$ cat src/rtl/pwm_timebase_pkg.sv
package pwm_timebase_pkg;
  typedef enum logic [1:0] {
    CNT_UP     = 2'b00,
    CNT_DOWN   = 2'b01,
    CNT_UPDOWN = 2'b10,
    CNT_FROZEN = 2'b11
  } cnt_mode_e;

  localparam int MODE_LSB   = 0;
  localparam int DIRECT_BIT = 3;
  localparam int HS_LSB     = 7;
  localparam int CD_LSB     = 10;
  localparam int RUN_LSB    = 14;
endpackage

$ cat src/rtl/pwm_timebase_prescale.sv
module pwm_timebase_prescale #(
  parameter int HS_W = 3,
  parameter int CD_W = 3
) (
  input  logic            clk_i,
  input  logic            rst_ni,
  input  logic [HS_W-1:0] hs_sel_i,
  input  logic [CD_W-1:0] cd_sel_i,
  output logic            tick_o
);
  localparam int HSL = HS_W + 1;
  localparam int CDL = 1 << CD_W;

  logic [HSL-1:0] hs_cnt_q, hs_lim;
  logic [CDL-1:0] cd_cnt_q, cd_lim;
  logic [CDL:0]   cd_pow;
  logic           hs_tick, cd_wrap;

  always_comb begin
    hs_lim  = (hs_sel_i == '0) ? '0 : ({hs_sel_i, 1'b0} - HSL'(1));
    cd_pow  = (CDL+1)'(1) << cd_sel_i;
    cd_lim  = cd_pow[CDL-1:0] - CDL'(1);
    hs_tick = (hs_cnt_q >= hs_lim);
    cd_wrap = (cd_cnt_q >= cd_lim);
    tick_o  = hs_tick && cd_wrap;
  end

  always_ff @(posedge clk_i or negedge rst_ni) begin
    if (!rst_ni) begin
      hs_cnt_q <= '0;
      cd_cnt_q <= '0;
    end else begin
      hs_cnt_q <= hs_tick ? '0 : hs_cnt_q + HSL'(1);
      if (hs_tick) cd_cnt_q <= cd_wrap ? '0 : cd_cnt_q + CDL'(1);
    end
  end

  // divide ratio above 1: ticks never on back-to-back cycles unless config moves
  assert_tick_spacing_R2: assert property (@(posedge clk_i) disable iff (!rst_ni)
    (tick_o && (hs_lim != '0 || cd_lim != '0)) |=>
      (!tick_o || !$stable(hs_sel_i) || !$stable(cd_sel_i)));
endmodule

$ cat src/rtl/pwm_timebase_regs.sv
module pwm_timebase_regs #(
  parameter int DW = 16
) (
  input  logic          clk_i,
  input  logic          rst_ni,
  input  logic          wr_en_i,
  input  logic          addr_i,
  input  logic [DW-1:0] wdata_i,
  input  logic          commit_i,
  output logic [DW-1:0] ctrl_o,
  output logic [DW-1:0] prd_o,
  output logic [DW-1:0] rdata_o
);
  import pwm_timebase_pkg::*;

  logic [DW-1:0] ctrl_q, shadow_q, prd_q;
  logic          wr_ctrl, wr_prd, direct;

  assign wr_ctrl = wr_en_i && !addr_i;
  assign wr_prd  = wr_en_i && addr_i;
  assign direct  = ctrl_q[DIRECT_BIT];

  always_ff @(posedge clk_i or negedge rst_ni) begin
    if (!rst_ni) begin
      ctrl_q   <= '0;
      shadow_q <= '0;
      prd_q    <= '0;
    end else begin
      if (wr_ctrl) ctrl_q <= wdata_i;
      if (wr_prd) shadow_q <= wdata_i;
      if (wr_prd && direct) prd_q <= wdata_i;
      else if (commit_i)    prd_q <= shadow_q;
    end
  end

  assign ctrl_o  = ctrl_q;
  assign prd_o   = prd_q;
  assign rdata_o = addr_i ? prd_q : ctrl_q;

  assert_direct_load_R9: assert property (@(posedge clk_i) disable iff (!rst_ni)
    (wr_prd && direct) |=> (prd_o == $past(wdata_i)));

  assert_prd_hold_R10: assert property (@(posedge clk_i) disable iff (!rst_ni)
    (!(wr_prd && direct) && !commit_i) |=> $stable(prd_o));
endmodule

$ cat src/rtl/pwm_timebase_counter.sv
module pwm_timebase_counter #(
  parameter int DW = 16
) (
  input  logic                         clk_i,
  input  logic                         rst_ni,
  input  logic                         tick_i,
  input  pwm_timebase_pkg::cnt_mode_e  mode_i,
  input  logic [1:0]                   run_i,
  input  logic [DW-1:0]                prd_i,
  output logic [DW-1:0]                count_o,
  output logic                         zero_evt_o,
  output logic                         prd_evt_o
);
  import pwm_timebase_pkg::*;

  logic [DW-1:0] cnt_q, cnt_d;
  logic          dir_up_q, dir_up_d;
  logic          hold;

  assign hold = (mode_i == CNT_FROZEN) || (run_i == 2'b00) ||
                (run_i == 2'b01 && cnt_q == '0);

  always_comb begin
    cnt_d    = cnt_q;
    dir_up_d = dir_up_q;
    if (tick_i && !hold) begin
      unique case (mode_i)
        CNT_UP:   cnt_d = (cnt_q >= prd_i) ? '0 : cnt_q + DW'(1);
        CNT_DOWN: cnt_d = (cnt_q == '0 || cnt_q > prd_i) ? prd_i : cnt_q - DW'(1);
        CNT_UPDOWN: begin
          if (dir_up_q) begin
            if (cnt_q >= prd_i) begin
              dir_up_d = 1'b0;
              cnt_d    = (cnt_q == '0) ? '0 : cnt_q - DW'(1);
            end else begin
              cnt_d = cnt_q + DW'(1);
            end
          end else if (cnt_q == '0) begin
            dir_up_d = 1'b1;
            cnt_d    = (prd_i == '0) ? '0 : DW'(1);
          end else begin
            cnt_d = cnt_q - DW'(1);
          end
        end
        default: ;
      endcase
    end
  end

  always_ff @(posedge clk_i or negedge rst_ni) begin
    if (!rst_ni) begin
      cnt_q    <= '0;
      dir_up_q <= 1'b1;
    end else begin
      cnt_q    <= cnt_d;
      dir_up_q <= dir_up_d;
    end
  end

  assign count_o    = cnt_q;
  assign zero_evt_o = tick_i && (cnt_q == '0);
  assign prd_evt_o  = tick_i && (cnt_q == prd_i);

  assert_idle_stable_R2: assert property (@(posedge clk_i) disable iff (!rst_ni)
    !tick_i |=> $stable(count_o));

  assert_run_stop_R7: assert property (@(posedge clk_i) disable iff (!rst_ni)
    (tick_i && run_i == 2'b00) |=> $stable(count_o));

  assert_freeze_R6: assert property (@(posedge clk_i) disable iff (!rst_ni)
    (tick_i && mode_i == CNT_FROZEN) |=> $stable(count_o));

  assert_up_wrap_R3: assert property (@(posedge clk_i) disable iff (!rst_ni)
    (tick_i && run_i[1] && mode_i == CNT_UP && count_o == prd_i) |=> (count_o == '0));
endmodule

$ cat src/rtl/pwm_timebase.sv
module pwm_timebase #(
  parameter int DW   = 16,
  parameter int HS_W = 3,
  parameter int CD_W = 3
) (
  input  logic          clk_i,
  input  logic          rst_ni,
  input  logic          wr_en_i,
  input  logic          addr_i,
  input  logic [DW-1:0] wdata_i,
  output logic [DW-1:0] rdata_o,
  output logic [DW-1:0] count_o,
  output logic          zero_evt_o,
  output logic          prd_evt_o
);
  import pwm_timebase_pkg::*;

  logic [DW-1:0] ctrl, prd;
  logic          tick, zero_evt;

  pwm_timebase_regs #(.DW(DW)) regs_i (
    .clk_i    (clk_i),
    .rst_ni   (rst_ni),
    .wr_en_i  (wr_en_i),
    .addr_i   (addr_i),
    .wdata_i  (wdata_i),
    .commit_i (zero_evt),
    .ctrl_o   (ctrl),
    .prd_o    (prd),
    .rdata_o  (rdata_o)
  );

  pwm_timebase_prescale #(.HS_W(HS_W), .CD_W(CD_W)) presc_i (
    .clk_i    (clk_i),
    .rst_ni   (rst_ni),
    .hs_sel_i (ctrl[HS_LSB +: HS_W]),
    .cd_sel_i (ctrl[CD_LSB +: CD_W]),
    .tick_o   (tick)
  );

  pwm_timebase_counter #(.DW(DW)) cnt_i (
    .clk_i      (clk_i),
    .rst_ni     (rst_ni),
    .tick_i     (tick),
    .mode_i     (cnt_mode_e'(ctrl[MODE_LSB +: 2])),
    .run_i      (ctrl[RUN_LSB +: 2]),
    .prd_i      (prd),
    .count_o    (count_o),
    .zero_evt_o (zero_evt),
    .prd_evt_o  (prd_evt_o)
  );

  assign zero_evt_o = zero_evt;
endmodule

$ cat config.mk
export PLATFORM = sky130hd
export DESIGN_NAME = pwm_timebase
export DESIGN_NICKNAME = d
export VERILOG_FILES = /design/src/rtl/pwm_timebase_pkg.sv /design/src/rtl/pwm_timebase_prescale.sv /design/src/rtl/pwm_timebase_regs.sv /design/src/rtl/pwm_timebase_counter.sv /design/src/rtl/pwm_timebase.sv
export SDC_FILE = /design/constraint.sdc
export NUM_CORES = 1
export LEC_CHECK = 0
export BUFFER_PORTS_ARGS = -buffer_cell sky130_fd_sc_hd__buf_2
export CORE_ASPECT_RATIO = 0.8
export CORE_MARGIN = 5
export CORE_UTILIZATION = 25
export CTS_BUF_LIST = sky130_fd_sc_hd__clkbuf_4 sky130_fd_sc_hd__clkbuf_8 sky130_fd_sc_hd__clkbuf_16
export CTS_CLUSTER_DIAMETER = 100
export CTS_CLUSTER_SIZE = 25
export DETAILED_ROUTE_END_ITERATION = 10
export PLACE_DENSITY = 0.49
export SYNTH_ARGS = -nofsm -noshare
export SYNTH_HDL_FRONTEND = slang
export SYNTH_SLANG_ARGS = --single-unit
$ cat constraint.sdc
create_clock -name clk_i -period 6.94 [get_ports clk_i]
set_input_delay 0.347 -clock clk_i [delete_from_list [all_inputs] [get_ports clk_i]]
set_output_delay 0.347 -clock clk_i [all_outputs]
set_load 0.005 [all_outputs]
[Word level (Yosys, flattened, before mapping)]
Cells that the tools add are included.
Word-level totals
  bits in registers: 77
  bits of input ports: 20
  word-level logic and storage cells: 62
Cells by class
  add/subtract/negate cells: 6
  order comparisons: 4
  equality and inequality tests: 5
  shift operators: 1
  mux-type cells: 17
  reduce and logical (&&, ||, !) cells: 22
Operator list (count)
  16-bit two-way mux: 9
  16-bit one-hot mux with 3 select lines: 1
  16-bit logical NOT: 2
  16-bit by 1-bit adder with 16-bit output, second input constant: 1
  16-bit equality test: 1
  16-bit greater-or-equal comparator: 1
  16-bit greater-than comparator: 1
  16-bit by 1-bit subtractor with 16-bit output, second input constant: 1
  8-bit by 1-bit adder with 8-bit output, second input constant: 1
  8-bit greater-or-equal comparator: 1
  1-bit logical AND: 8
  4-bit two-way mux: 2
  8-bit two-way mux: 1
  1-bit by 3-bit << shifter with 8-bit output, first input constant: 1
  8-bit by 1-bit subtractor with 8-bit output, second input constant: 1
  4-bit by 1-bit adder with 4-bit output, second input constant: 1
  2-bit by 1-bit equality test with 1-bit output, second input constant: 2
  2-bit equality test, second input constant: 2
  4-bit greater-or-equal comparator: 1
  2-bit logical NOT: 2
  1-bit two-way mux: 4
  2-bit AND reduction: 2
  4-bit by 1-bit subtractor with 4-bit output, second input constant: 1
  3-bit logical NOT: 1
  4 further kinds: 7

[Logic depth before layout (Yosys ltp)]
  depth in word-level cells: 7
  depth in mapped cells: 14
  gate-level depth less buffers: 12

[By module]
A second synthesis with hierarchy kept.
Unflattened totals
  cells, all modules: 646
  area, all modules: 6002.0 µm²
Modules (own cells, without submodules)
  pwm_timebase_counter: times used 1, cells an instance 380, area each 2787.7 µm², sequential area each 426.7 µm²
  pwm_timebase_regs: times used 1, cells an instance 162, area each 2252.2 µm², sequential area each 1201.2 µm²
  pwm_timebase_prescale: times used 1, cells an instance 104, area each 962.2 µm², sequential area each 300.3 µm²

[Worst setup path before layout]
Ideal clock, no wire load.
  path kind: register to register
  from: reg regs_i.ctrl_q[7] (netlist: regs_i.ctrl_o[7])
  to: reg cnt_i.cnt_q[4] (netlist: cnt_i.count_o[4])
  setup time: 0.082 ns
  data arrival time: 2.870 ns
  required time: 6.858 ns
  slack: 3.988 ns
  stages on the path, launching flop included: 13
  clock period less this slack: 2.952 ns
  cell sequence: dfrtp_1 -> or2_2 -> inv_1 -> ha_1 -> or2_2 -> ha_1 -> o21ai_0 -> a21o_1 -> clkbuf_1 -> nor3_1 -> nand2_1 -> or4_1 -> o211ai_2
Between the ends
  longest elaborated chain between the ends: 6
  elaborated cells between the ends (all ways): 7
  those cells by class: 1 x add/sub; 1 x order compare; 1 x mux; 4 x reduce/logical
RTL lines
  from (decl): RTL line pwm_timebase_regs.sv:16  | logic [DW-1:0] ctrl_q, shadow_q, prd_q;
  from (signal assigned): RTL line pwm_timebase_regs.sv:29  | if (wr_ctrl) ctrl_q <= wdata_i;
  4-bit by 1-bit subtractor with 4-bit output / 3-bit logical NOT (equally long branches): RTL line pwm_timebase_prescale.sv:20  | hs_lim = (hs_sel_i == '0) ? '0 : ({hs_sel_i, 1'b0} - HSL'(1));
  4-bit two-way mux *: RTL line pwm_timebase_prescale.sv:20
  4-bit greater-or-equal comparator *: RTL line pwm_timebase_prescale.sv:23  | hs_tick = (hs_cnt_q >= hs_lim);
  1-bit logical AND *: RTL line pwm_timebase_prescale.sv:25  | tick_o = hs_tick && cd_wrap;
  1-bit logical AND *: RTL line pwm_timebase_counter.sv:26  | if (tick_i && !hold) begin
  2-bit AND reduction (no line) *
  to (signal assigned): RTL line pwm_timebase_counter.sv:55  | cnt_q <= cnt_d;
  to (decl): RTL line pwm_timebase_counter.sv:16  | logic [DW-1:0] cnt_q, cnt_d;
Every way passes the cells marked *; elsewhere a longest branch is shown, timed or not.
A chain may end at the register's enable or synchronous reset.

[Worst setup path in the final report]
  from: reg regs_i.ctrl_q[7] (netlist: regs_i.ctrl_o[7])
  to: reg cnt_i.cnt_q[9] (netlist: cnt_i.count_o[9])
Same word-level chain as after synthesis.

==> out/metrics.cfg <==
[run]
max-cap-violations=0

[setup_path]
reg2reg_from=regs_i.ctrl_o[7]$_DFFE_PN0P_
worstSetupPathType=flop to flop
critPathTopFamily=simple AND/OR/NAND/NOR gates
critPathCaptureType=flop
path_depth=11
highest_fanout_seen_on_the_critical_path=14
critical_path_required_ns=7.11
worst_path_max_delay_cell=nor3_1
cp-startpoint=regs_i.ctrl_o[7]$_DFFE_PN0P_
critical_path.n_buffers_inverters=1
reg2reg_depth=11
critPathMaxStageDelay_ns=0.97
critPathLaunchType=flop
critical_path_arrival_ns=4.70
worstPathCellList=or2_2, inv_1, ha_1, or2_2, ha_1, o21ai_0, a21o_1, nor3_1, nand2_1, nor2_1, a32oi_1

[timing]
final-hold-violation-count=0
finalSetupViolations=0
tightest_slew_ns=1.18
layout_worst_path_cycle_share_pct=65.2
finalHoldWorstSlack_ns=0.238
fin_worst_skew_ns=0.0129
max_freq_mhz=221
maxSlewHeadroom_pct=21.1
final_max_slew_viol_count=0
rsz0062_at_grt=false
totalNegativeSetupSlack_ns=0
post-route-worst-setup-slack_ns=2.41
fin_crit_ns=4.53

[grt]
antenna_found_initial=0
track_usage_pct=13.9
global_route.overflow_total=0
grt_pass1_wl_um=28700
maximum_number_of_pins_on_one_net_before_global_route_repair=51
via_count_of_the_first_global_routing_pass=4913

[layout]
design_area_um2=6530
fill_cells=2412
layout_commonest_cell=dfrtp_1
drive_gt1_share_pct=18.4
nNetsFinal=736
final_cell_mix=dfrtp_1, nand2_1, o21ai_0
area_growth_syn_to_layout_pct=14.5
n_antenna_cell=0

[status]
run_status=finished, final reports clean

[placement]
buffer_ports.inserted=53
dp.final_hpwl_um=13500
gp_congestion=0.883
place_area_um2=6220
dpl_worst_slack_ns=2.56

[die]
dieWidth_um=179
die_h_um=145
placement_rows=49
ios=54
die_area_um2=26000
core_area_um2=22500
starting_density_of_the_core_pct=25.4

[synth]
synthesis.yosys.warnings=0
synth_ff_type=dfrtp_1
synth_cell_type_count=76
cell_area_after_synthesis_um2=5700
postSynth.asyncResetShare_pct=100
ys_ff_latch=77
synth_sequential_area_ratio_pct=33.8
synthesized_instance_count=645
synth-edff-count=0
synth_fp_nets=703
syn_area_per_cell_um2=8.84
post-synth-top-area-fraction_pct=33.3
synth_top_cells_by_area=dfrtp_1, ha_1, mux2_2
synth.largest_area_cell=dfrtp_1

[route]
initialDrtViolationCount=505
routedWlPerCell_um=18.2
avgViaCountPerCell=5.14
via_count=5085
drc_errors=0
drt-pass1-iter-count=6
ant_nets=0
routed_wl_um=18000

[cts]
htree_levels=3
clk_path_buf_depth=2
cts_setup_buffers=0
cts.sinks=77
clock_tree_from_tritoncts=yes
clock_tree.root_cell=clkbuf_16
clk_pin_slew_worst_paths_ns=0.07
cts_made_buffers=9
cts_resized=0
hold_buffers=1
clkLatencyLatePin_ns=0.35

[hold_path]
hold-path-cell-count=3
hold_start=wdata_i[0]
min_path_type=primary input to flop

[power]
vdd_drop_max_mv=0.117
total_power_consumption_uw=2500
cellLeakagePower_uw=0.00270
cellPowerDensity_nw_per_um2=382

[per-layer routing]
metal	vias up	track usage, %	part of all wire, %
met5	-	0	0
met1	2441	21.1	50
met4	0	2.65	1.2
li1	2444	-	-
met3	22	3.72	6.3
met2	178	19.8	42
[registers in the layout, indices dropped and copies added (netlist names)]
register	flops
regs_i.shadow_q	16
cnt_i.count_o	16
presc_i.cd_cnt_q	8
regs_i.prd_o	16
regs_i.ctrl_o	16
cnt_i.dir_up_q	1
presc_i.hs_cnt_q	4
[stage by stage]
| stage | utilization [%] | instances |
|---|---|---|
| 3_3_place_gp | 27.6 | 972 |
| 5_1_grt | 29.0 | 989 |
| 3_5_place_dp | 27.6 | 972 |
| 4_1_cts | 29.0 | 989 |
| 6_report | 29.0 | 989 |
| 2_1_floorplan | - | 645 |
[final timing paths]
kind	to	slack (ns)
max	cnt_i.count_o[9]$_DFFE_PN0P_	2.41
min	regs_i.ctrl_o[0]$_DFFE_PN0P_	0.24
max reg2reg	cnt_i.count_o[9]$_DFFE_PN0P_	2.41
min reg2reg	regs_i.ctrl_o[5]$_DFFE_PN0P_	0.50
max in group asynchronous	regs_i.ctrl_o[5]$_DFFE_PN0P_	5.45
min in group asynchronous	cnt_i.count_o[11]$_DFFE_PN0P_	0.49
[tightest hold or removal path, stage by stage]
cell and delay [ns]:
buf_2 0.10, nand2_1 0.04, o21ai_0 0.06
[kinds of logic after synthesis]
family,share of synthesized area (%)
simple gates,19.2
flops,33.8
fa+ha+maj,8.34
other cells,0.0657
buf+inv,5.09
compound gates,19.6
mux,10.8
xor+xnor,3.07
[synth_stat cells, drive strengths merged (10+ instances only)]
cell type	instances
inv	35
nor4	10
nand2	64
clkbuf	20
ha	38
o21ai	58
a21oi	26
mux2	38
buf	15
mux2i	19
nor2	41
o22ai	10
and3	16
nand3	24
dfrtp	76
o211ai	10
xnor2	12
nor3	15
[final cells by class]
class,instances,area (µm²),area share [%]
clock inverter,6,70.1,1.07
tap,306,383,5.86
inverter,35,131,2.01
sequential,77,1930,29.5
timing repair buffer,57,300,4.60
clock buffer,10,233,3.56
multi-input combinational,498,3490,53.4
[report_power, final]
part	switching, µW	leakage [µW]	internal [µW]
logic	748	0.00161	480
registers	219	0.000936	562
clock network	204	0.000151	286
total	1170	0.00270	1330
Note: power is estimated with default switching activity, not from simulation.
